--- config.mk ---
export PLATFORM = sky130hd
export DESIGN_NAME = smsem_top
export DESIGN_NICKNAME = d
export VERILOG_FILES = /design/src/rtl/smsem_pkg.sv /design/src/rtl/smsem_port.sv /design/src/rtl/smsem_arbiter.sv /design/src/rtl/smsem_top.sv
export SDC_FILE = /design/constraint.sdc
export NUM_CORES = 1
export LEC_CHECK = 0
export BUFFER_PORTS_ARGS = -buffer_cell sky130_fd_sc_hd__buf_4
export CORE_AREA = 2 2 39 41
export DETAILED_ROUTE_END_ITERATION = 10
export DIE_AREA = 0 0 41 43
export PLACE_DENSITY = 0.8
export SLEW_MARGIN = 25
export SYNTH_ARGS = -nofsm -noshare
export SYNTH_HDL_FRONTEND = slang
export SYNTH_SLANG_ARGS = --single-unit
--- constraint.sdc ---
create_clock -name clk -period 1.29 [get_ports clk]
set_input_delay 0 -clock clk [delete_from_list [all_inputs] [get_ports clk]]
set_output_delay 0 -clock clk [all_outputs]
set_load 0.02 [all_outputs]
--- src/rtl/smsem_pkg.sv ---
package smsem_pkg;

    localparam int NUM_AGENTS = 2;
    localparam int AGENT_HOST = 0;
    localparam int AGENT_MCU  = 1;

    typedef enum logic [1:0] {
        OWNER_NONE = 2'd0,
        OWNER_HOST = 2'd1,
        OWNER_MCU  = 2'd2
    } owner_e;

    typedef struct packed {
        logic req;
        logic rel;
    } sem_cmd_t;

    function automatic owner_e agent_owner(input int idx);
        return (idx == AGENT_MCU) ? OWNER_MCU : OWNER_HOST;
    endfunction

endpackage

--- src/rtl/smsem_port.sv ---
module smsem_port
    import smsem_pkg::*;
#(
    parameter int ADDR_W  = 4,
    parameter int DATA_W  = 8,
    parameter int OFFSET  = 8,
    parameter int REQ_BIT = 4,
    parameter int REL_BIT = 5
) (
    input  logic              wr,
    input  logic [ADDR_W-1:0] addr,
    input  logic [DATA_W-1:0] wdata,
    input  logic              owned,
    output sem_cmd_t          cmd,
    output logic [DATA_W-1:0] rdata
);
    localparam logic [ADDR_W-1:0] HIT_ADDR = ADDR_W'(OFFSET);

    logic hit;
    logic unused_wbits;

    assign hit          = (addr == HIT_ADDR);
    assign unused_wbits = ^wdata;

    always_comb begin
        cmd.req = wr && hit && wdata[REQ_BIT];
        cmd.rel = wr && hit && wdata[REL_BIT];
    end

    always_comb begin
        rdata = '0;
        if (hit) begin
            rdata[REQ_BIT] = owned;
        end
    end
endmodule

--- src/rtl/smsem_arbiter.sv ---
module smsem_arbiter
    import smsem_pkg::*;
(
    input  logic     clk,
    input  logic     rst,
    input  sem_cmd_t cmd   [NUM_AGENTS],
    output logic     grant [NUM_AGENTS]
);
    owner_e owner_q;
    owner_e owner_d;

    always_comb begin
        owner_d = owner_q;
        unique case (owner_q)
            OWNER_HOST: if (cmd[AGENT_HOST].rel) owner_d = OWNER_NONE;
            OWNER_MCU:  if (cmd[AGENT_MCU].rel)  owner_d = OWNER_NONE;
            default: begin
                if (cmd[AGENT_MCU].req)       owner_d = OWNER_MCU;
                else if (cmd[AGENT_HOST].req) owner_d = OWNER_HOST;
            end
        endcase
    end

    always_ff @(posedge clk) begin
        if (rst) owner_q <= OWNER_NONE;
        else     owner_q <= owner_d;
    end

    for (genvar g = 0; g < NUM_AGENTS; g++) begin : g_grant
        assign grant[g] = (owner_q == agent_owner(g));
    end
endmodule

--- src/rtl/smsem_top.sv ---
module smsem_top
    import smsem_pkg::*;
#(
    parameter int ADDR_W  = 4,
    parameter int DATA_W  = 8,
    parameter int OFFSET  = 8,
    parameter int REQ_BIT = 4,
    parameter int REL_BIT = 5
) (
    input  logic              clk,
    input  logic              rst,
    input  logic              host_wr,
    input  logic [ADDR_W-1:0] host_addr,
    input  logic [DATA_W-1:0] host_wdata,
    output logic [DATA_W-1:0] host_rdata,
    input  logic              mcu_wr,
    input  logic [ADDR_W-1:0] mcu_addr,
    input  logic [DATA_W-1:0] mcu_wdata,
    output logic [DATA_W-1:0] mcu_rdata,
    output logic              host_grant,
    output logic              mcu_grant
);
    logic              wr_a    [NUM_AGENTS];
    logic [ADDR_W-1:0] addr_a  [NUM_AGENTS];
    logic [DATA_W-1:0] wdata_a [NUM_AGENTS];
    logic [DATA_W-1:0] rdata_a [NUM_AGENTS];
    sem_cmd_t          cmd_a   [NUM_AGENTS];
    logic              grant_a [NUM_AGENTS];

    assign wr_a[AGENT_HOST]    = host_wr;
    assign addr_a[AGENT_HOST]  = host_addr;
    assign wdata_a[AGENT_HOST] = host_wdata;
    assign wr_a[AGENT_MCU]     = mcu_wr;
    assign addr_a[AGENT_MCU]   = mcu_addr;
    assign wdata_a[AGENT_MCU]  = mcu_wdata;

    for (genvar g = 0; g < NUM_AGENTS; g++) begin : g_port
        smsem_port #(
            .ADDR_W (ADDR_W),
            .DATA_W (DATA_W),
            .OFFSET (OFFSET),
            .REQ_BIT(REQ_BIT),
            .REL_BIT(REL_BIT)
        ) u_port (
            .wr   (wr_a[g]),
            .addr (addr_a[g]),
            .wdata(wdata_a[g]),
            .owned(grant_a[g]),
            .cmd  (cmd_a[g]),
            .rdata(rdata_a[g])
        );
    end

    smsem_arbiter u_arb (
        .clk  (clk),
        .rst  (rst),
        .cmd  (cmd_a),
        .grant(grant_a)
    );

    assign host_rdata = rdata_a[AGENT_HOST];
    assign mcu_rdata  = rdata_a[AGENT_MCU];
    assign host_grant = grant_a[AGENT_HOST];
    assign mcu_grant  = grant_a[AGENT_MCU];
endmodule

==> results of run 1 <==
[critical path: cells and delay by family, from the launching register on]
| family | cells | cell delay (ps) |
|---|---|---|
| DFF | 1 | 370 |
| adders and majority gates | 1 | 180 |
| buffers and inverters | 1 | 70 |
| AOI/OAI and AO/OA | 2 | 560 |
[path summary, 6_finish.rpt]
path                                  from                            end  cells after the start
max reg2reg  u_arb.owner_q[1]$_SDFFE_PP0P_  u_arb.owner_q[0]$_SDFFE_PP0P_                      4
max          u_arb.owner_q[1]$_SDFFE_PP0P_  u_arb.owner_q[0]$_SDFFE_PP0P_                      4
min                           mcu_wdata[4]  u_arb.owner_q[0]$_SDFFE_PP0P_                      4
min reg2reg  u_arb.owner_q[0]$_SDFFE_PP0P_  u_arb.owner_q[0]$_SDFFE_PP0P_                      2
[report_power, final]
| group | leakage [nW] | internal (mW) | total, mW | switching [mW] |
|---|---|---|---|---|
| sequential | 0.0170 | 0.0777 | 0.0953 | 0.0176 |
| clock | 0.0138 | 0.102 | 0.136 | 0.0334 |
| combinational | 0.219 | 0.120 | 0.246 | 0.125 |
[kinds of logic (layout without fill, tap and decap cells)]
group / Yosys count / count (layout) / share of synthesized area
buf+inv: 16 / 28 / 0.341
flops: 2 / 2 / 0.121
simple gates: 10 / 10 / 0.314
fa+ha+maj: 2 / 2 / 0.0757
compound gates: 5 / 5 / 0.136
other cells: 1 / 14 / 0.0114
[layer usage]
metal | vias to the layer above | global-route usage
li1 | 153 | -
met1 | 149 | 0.0863
met2 | 16 | 0.175
met3 | 0 | 0.0314
met4 | 0 | 0.0800
met5 | - | 0
[cell type report]
class	instances	area, um2	share of cell area
Multi-Input combinational cell	31	265	0.491
Sequential cell	2	43.8	0.0810
Clock buffer	3	22.5	0.0417
Tap cell	16	20.0	0.0370
Inverter	2	10.0	0.0185
Timing Repair Buffer	23	179	0.331
[what timing repair did]
action / in CTS / in global routing
hold buffers: 1 / 0
endpoints found under the hold margin: 1 / 0
setup buffers: 1 / 0
gates resized for setup: 9 / 0
pin swaps: 2 / 1
setup endpoints to repair: 2 / 2
[layout by cell type, fill, tap and decap left out]
cell / count
buf_4: 21
conb_1: 14
clkbuf_4: 3
nor4b_4: 2
nand3_1: 2
ha_4: 2
inv_4: 1
inv_2: 1
and2_2: 1
and2_1: 1
nand3_2: 1
a22o_1: 1
a311oi_2: 1
nand3b_1: 1
nand2b_1: 1
a222oi_1: 1
o32ai_2: 1
or3b_1: 1
o32ai_1: 1
dlygate4sd3_1: 1
buf_6: 1
dfxtp_4: 1
dfxtp_1: 1
==> results.cfg, run 1 <==
[power]
p_leak_nw = 0.250
p_total_mw = 0.477
ir_drop_uv = 265
p_per_area_nw_per_um2 = 882

[die]
core_area_um2 = 1380
rows = 14
ios = 46
die-height_um = 43
design.die.area_um2 = 1760
initial_utilization = 0.239
die_w_um = 41

[finish]
largest_reg_flops = 2
antenna_cells = 0
nets = 93
design_area_um2 = 541
drive_above_1_share = 0.590
syn_to_final_growth_pct = 63.6
largest-register = u_arb.owner_q
final_util = 0.391
reg.largest.list = u_arb.owner_q (2)
n_fill_cell = 152
final_cells = 77

[sta]
clock_skew_ps = 2.43
setup_ws_ps = -30.9
fin_crit_sh = 1.02
tns_ps = -61.2
whs_ps = 209
min_period_ps = 1320
maxSlewViolCount = 0
max_clock_freq_ghz = 0.757
rsz0062_at_grt = true
finalHoldViolCount = 0
setup_viol = 2

[synth]
synth_area_leader_cell = buf_4
synth_top_area_frac = 0.318
synth_seq_cells = 2
ys_types = 17
async_reset_ff_frac = 0
synthCells = 36
synthTopCellsByArea = buf_4 32%, nor4b_4 14%, dfxtp_1 12%
synth_ff_type = dfxtp_1
synth-seq-area-share = 0.121
yosysMostFrequentCell = buf_4
synth_edf_count = 0
syn_area_um2 = 330
syn_area_per_cell_um2 = 9.18
ys.warnings.count = 0

[setup_path]
worstSetupPathType = reg -> reg
max_stage_delay_ps = 410
cp-start-kind = register
cp_slowest_cell = a222oi_1
required_ps = 1370
worstPathArrival_ps = 1400
endpoint_kind = register
r2r_setup_slack_ps = -30
crit_chain = inv_2 > ha_4 > a222oi_1 > o32ai_2
cp_max_fo = 5

[run]
cap_violations = 0

[route]
vias = 318
postRouteAntennaNets = 0
wl_met1_um = 215
wl_met3_um = 65
drtIter0Drc = 6
via_per_inst = 4.13
drt_first_pass_iters = 4
top_layer = met3
drc = 0
wl_per_cell_um = 9.58
wirelength_um = 738
wl_met2_um = 457

[clock_tree]
cts_tree = yes
clock_path_buffers = 2
numCtsBuffers = 3
root_buffer = clkbuf_4
clk_pin_slew_ps = 30
clock_latency_ps = 220
htreeDepth = 1
cts.sinks = 2

[global_routing]
grt_pass1_vias = 318
grt_overflow = 0
grt_max_degree = 6
antenna_found_initial = 0
gr-usage-all-layers = 0.101
grt_pass1_wl_mm = 1.17

[placement]
dp.cells = 72
post-place-ws_ps = -31.4
routabilityCongestion = 0.670
hpwl_um = 588
place_area_um2 = 463
port_buffers = 19

[outcome]
violations = setup timing
run_status = finished, violations left

[hold_path]
min_path_type = in -> reg
(Power assumes the default switching activity.)
==> run 2: changes to the inputs <==
--- a/config.mk
+++ b/config.mk
@@ -7,9 +7,11 @@
 export LEC_CHECK = 0
 export BUFFER_PORTS_ARGS = -buffer_cell sky130_fd_sc_hd__buf_4
 export CORE_AREA = 2 2 39 41
+export CTS_BUF_LIST = sky130_fd_sc_hd__clkbuf_16
 export DETAILED_ROUTE_END_ITERATION = 10
 export DIE_AREA = 0 0 41 43
 export PLACE_DENSITY = 0.8
+export SKIP_LAST_GASP = 1
 export SLEW_MARGIN = 25
 export SYNTH_ARGS = -nofsm -noshare
 export SYNTH_HDL_FRONTEND = slang
==> run 2 against run 1 <==
Effect of this change:
- the run still ends with setup timing left
- global-route usage is 0.10 points higher
- sequential share of layout area is 0.29 points lower
- non-clock buffer count is 2 lower
- critical endpoint unchanged
- highest routed layer is now met4
==> results.cfg, run 2 (synthesis results as in run 1) <==
[clock_tree]
cts.sinks = 2
cts_tree = yes
numCtsBuffers = 3
root_buffer = clkbuf_16
htreeDepth = 1
clock_path_buffers = 2
post_cts_buffers = 0
hold_buffers = 0
clk_pin_slew_ps = 30
clock_latency_ps = 220

[die]
design.die.area_um2 = 1760
die-height_um = 43
ios = 46
initial_utilization = 0.239
rows = 14
die_w_um = 41
core_area_um2 = 1380

[sta]
min_period_ps = 1310
maxSlewViolCount = 0
fin_crit_sh = 1.01
rsz0062_at_grt = true
whs_ps = 7.75
clock_skew_ps = 0.812
setup_viol = 2
setup_ws_ps = -17.8
max_clock_freq_ghz = 0.765
finalHoldViolCount = 0

[global_routing]
grt_overflow = 0
antenna_found_initial = 0
gr-usage-all-layers = 0.102
grt_pass1_vias = 307
grt_max_degree = 6
grt_pass1_wl_mm = 1.15

[placement]
post-place-ws_ps = -31.4
routabilityCongestion = 0.670
hpwl_um = 588
place_area_um2 = 463
port_buffers = 19

[power]
p_per_area_nw_per_um2 = 1390
ir_drop_uv = 656
p_leak_nw = 0.265

[finish]
mostFrequentLayoutCells = 20 x buf_4, 14 x conb_1, 3 x clkbuf_16
drive_above_1_share = 0.610
antenna_cells = 0
largest_reg_flops = 2
design_area_um2 = 577
reg.largest.list = u_arb.owner_q (2)
final_common_cell = buf_4
syn_to_final_growth_pct = 74.6
largest-register = u_arb.owner_q
final_util = 0.417
nets = 91

[route]
via_per_inst = 4.19
vias = 314
wirelength_um = 709
drc = 0
drtIter0Drc = 4
drt_first_pass_iters = 4
postRouteAntennaNets = 0
wl_per_cell_um = 9.45

[setup_path]
required_ps = 1370
worstPathArrival_ps = 1390
crit_chain = inv_4 > ha_4 > a311oi_2 > a222oi_1 > o32ai_2
timing.rr.start = u_arb.owner_q[0]$_SDFFE_PP0P_
cp_max_fo = 3
endpoint_kind = register
cp-start-kind = register
max_stage_delay_ps = 420
worstSetupPathType = reg -> reg
cp_slowest_cell = a222oi_1
startpoint = u_arb.owner_q[0]$_SDFFE_PP0P_

[hold_path]
min_path_type = in -> reg
hold_start = rst

[run]
cap_violations = 0

[outcome]
violations = setup timing
run_status = finished, violations left
run 2: cell types whose count changed in the layout (fill, tap and decap cells not counted):
cell	previous run	this run
dfxtp_1	1	0
dfxtp_2	0	1
clkbuf_4	3	0
buf_4	21	20
dlygate4sd3_1	1	0
clkbuf_16	0	3
run 2: layout make-up:
type | count | area (um2)
tap | 16 | 20.0
multi-input combinational | 31 | 265
timing repair buffer | 21 | 161
clock buffer | 3 | 75.1
sequential | 2 | 45.0
fill | 145 | 807
inverter | 2 | 10.0
run 2: what timing repair did:
item                                    in CTS  in global routing
resized for setup                           10                  0
endpoints found under the hold margin        0                  0
endpoints found under the setup margin       2                  2
pin swaps                                    3                  1
run 2: worst max-delay path: cells and delay by family (launching register included):
| family | cells | cell delay [ps] |
|---|---|---|
| compound gates | 3 | 620 |
| fa+ha+maj | 1 | 140 |
| buf+inv | 1 | 50 |
| flops | 1 | 350 |
run 2: routing by layer:
metal / vias up / global-route usage / share of wire
met5: - / 0 / 0
li1: 149 / - / -
met1: 143 / 0.0927 / 0.27
met3: 2 / 0.0471 / 0.12
met4: 0 / 0.0800 / 0.016
met2: 20 / 0.163 / 0.59
run 2: worst paths after layout:
path	slack, ps	endpoint	cells past startpoint
worst max-delay path	-20	u_arb.owner_q[0]$_SDFFE_PP0P_	5
worst min-delay path	8	u_arb.owner_q[1]$_SDFFE_PP0P_	2
worst max register to register	-20	u_arb.owner_q[0]$_SDFFE_PP0P_	5
worst min register to register	530	u_arb.owner_q[1]$_SDFFE_PP0P_	2
run 2: through the flow:
step / instances / setup TNS, ps / power (mW)
5_1_grt: 75 / -199 / 0.839
3_3_place_gp: 72 / 0 / 0.285
2_1_floorplan: 49 / 0 / 0.248
3_5_place_dp: 72 / -44.9 / 0.290
4_1_cts: 75 / -10.2 / 0.806
6_report: 75 / -21.0 / 0.799
run 2: where the power goes:
group          internal (mW)  total (mW)  switching [mW]  leakage (nW)
clock                  0.394       0.462          0.0679        0.0370
combinational          0.119       0.242           0.124         0.211
sequential            0.0778      0.0950          0.0172        0.0175
total                  0.591       0.799           0.209         0.265
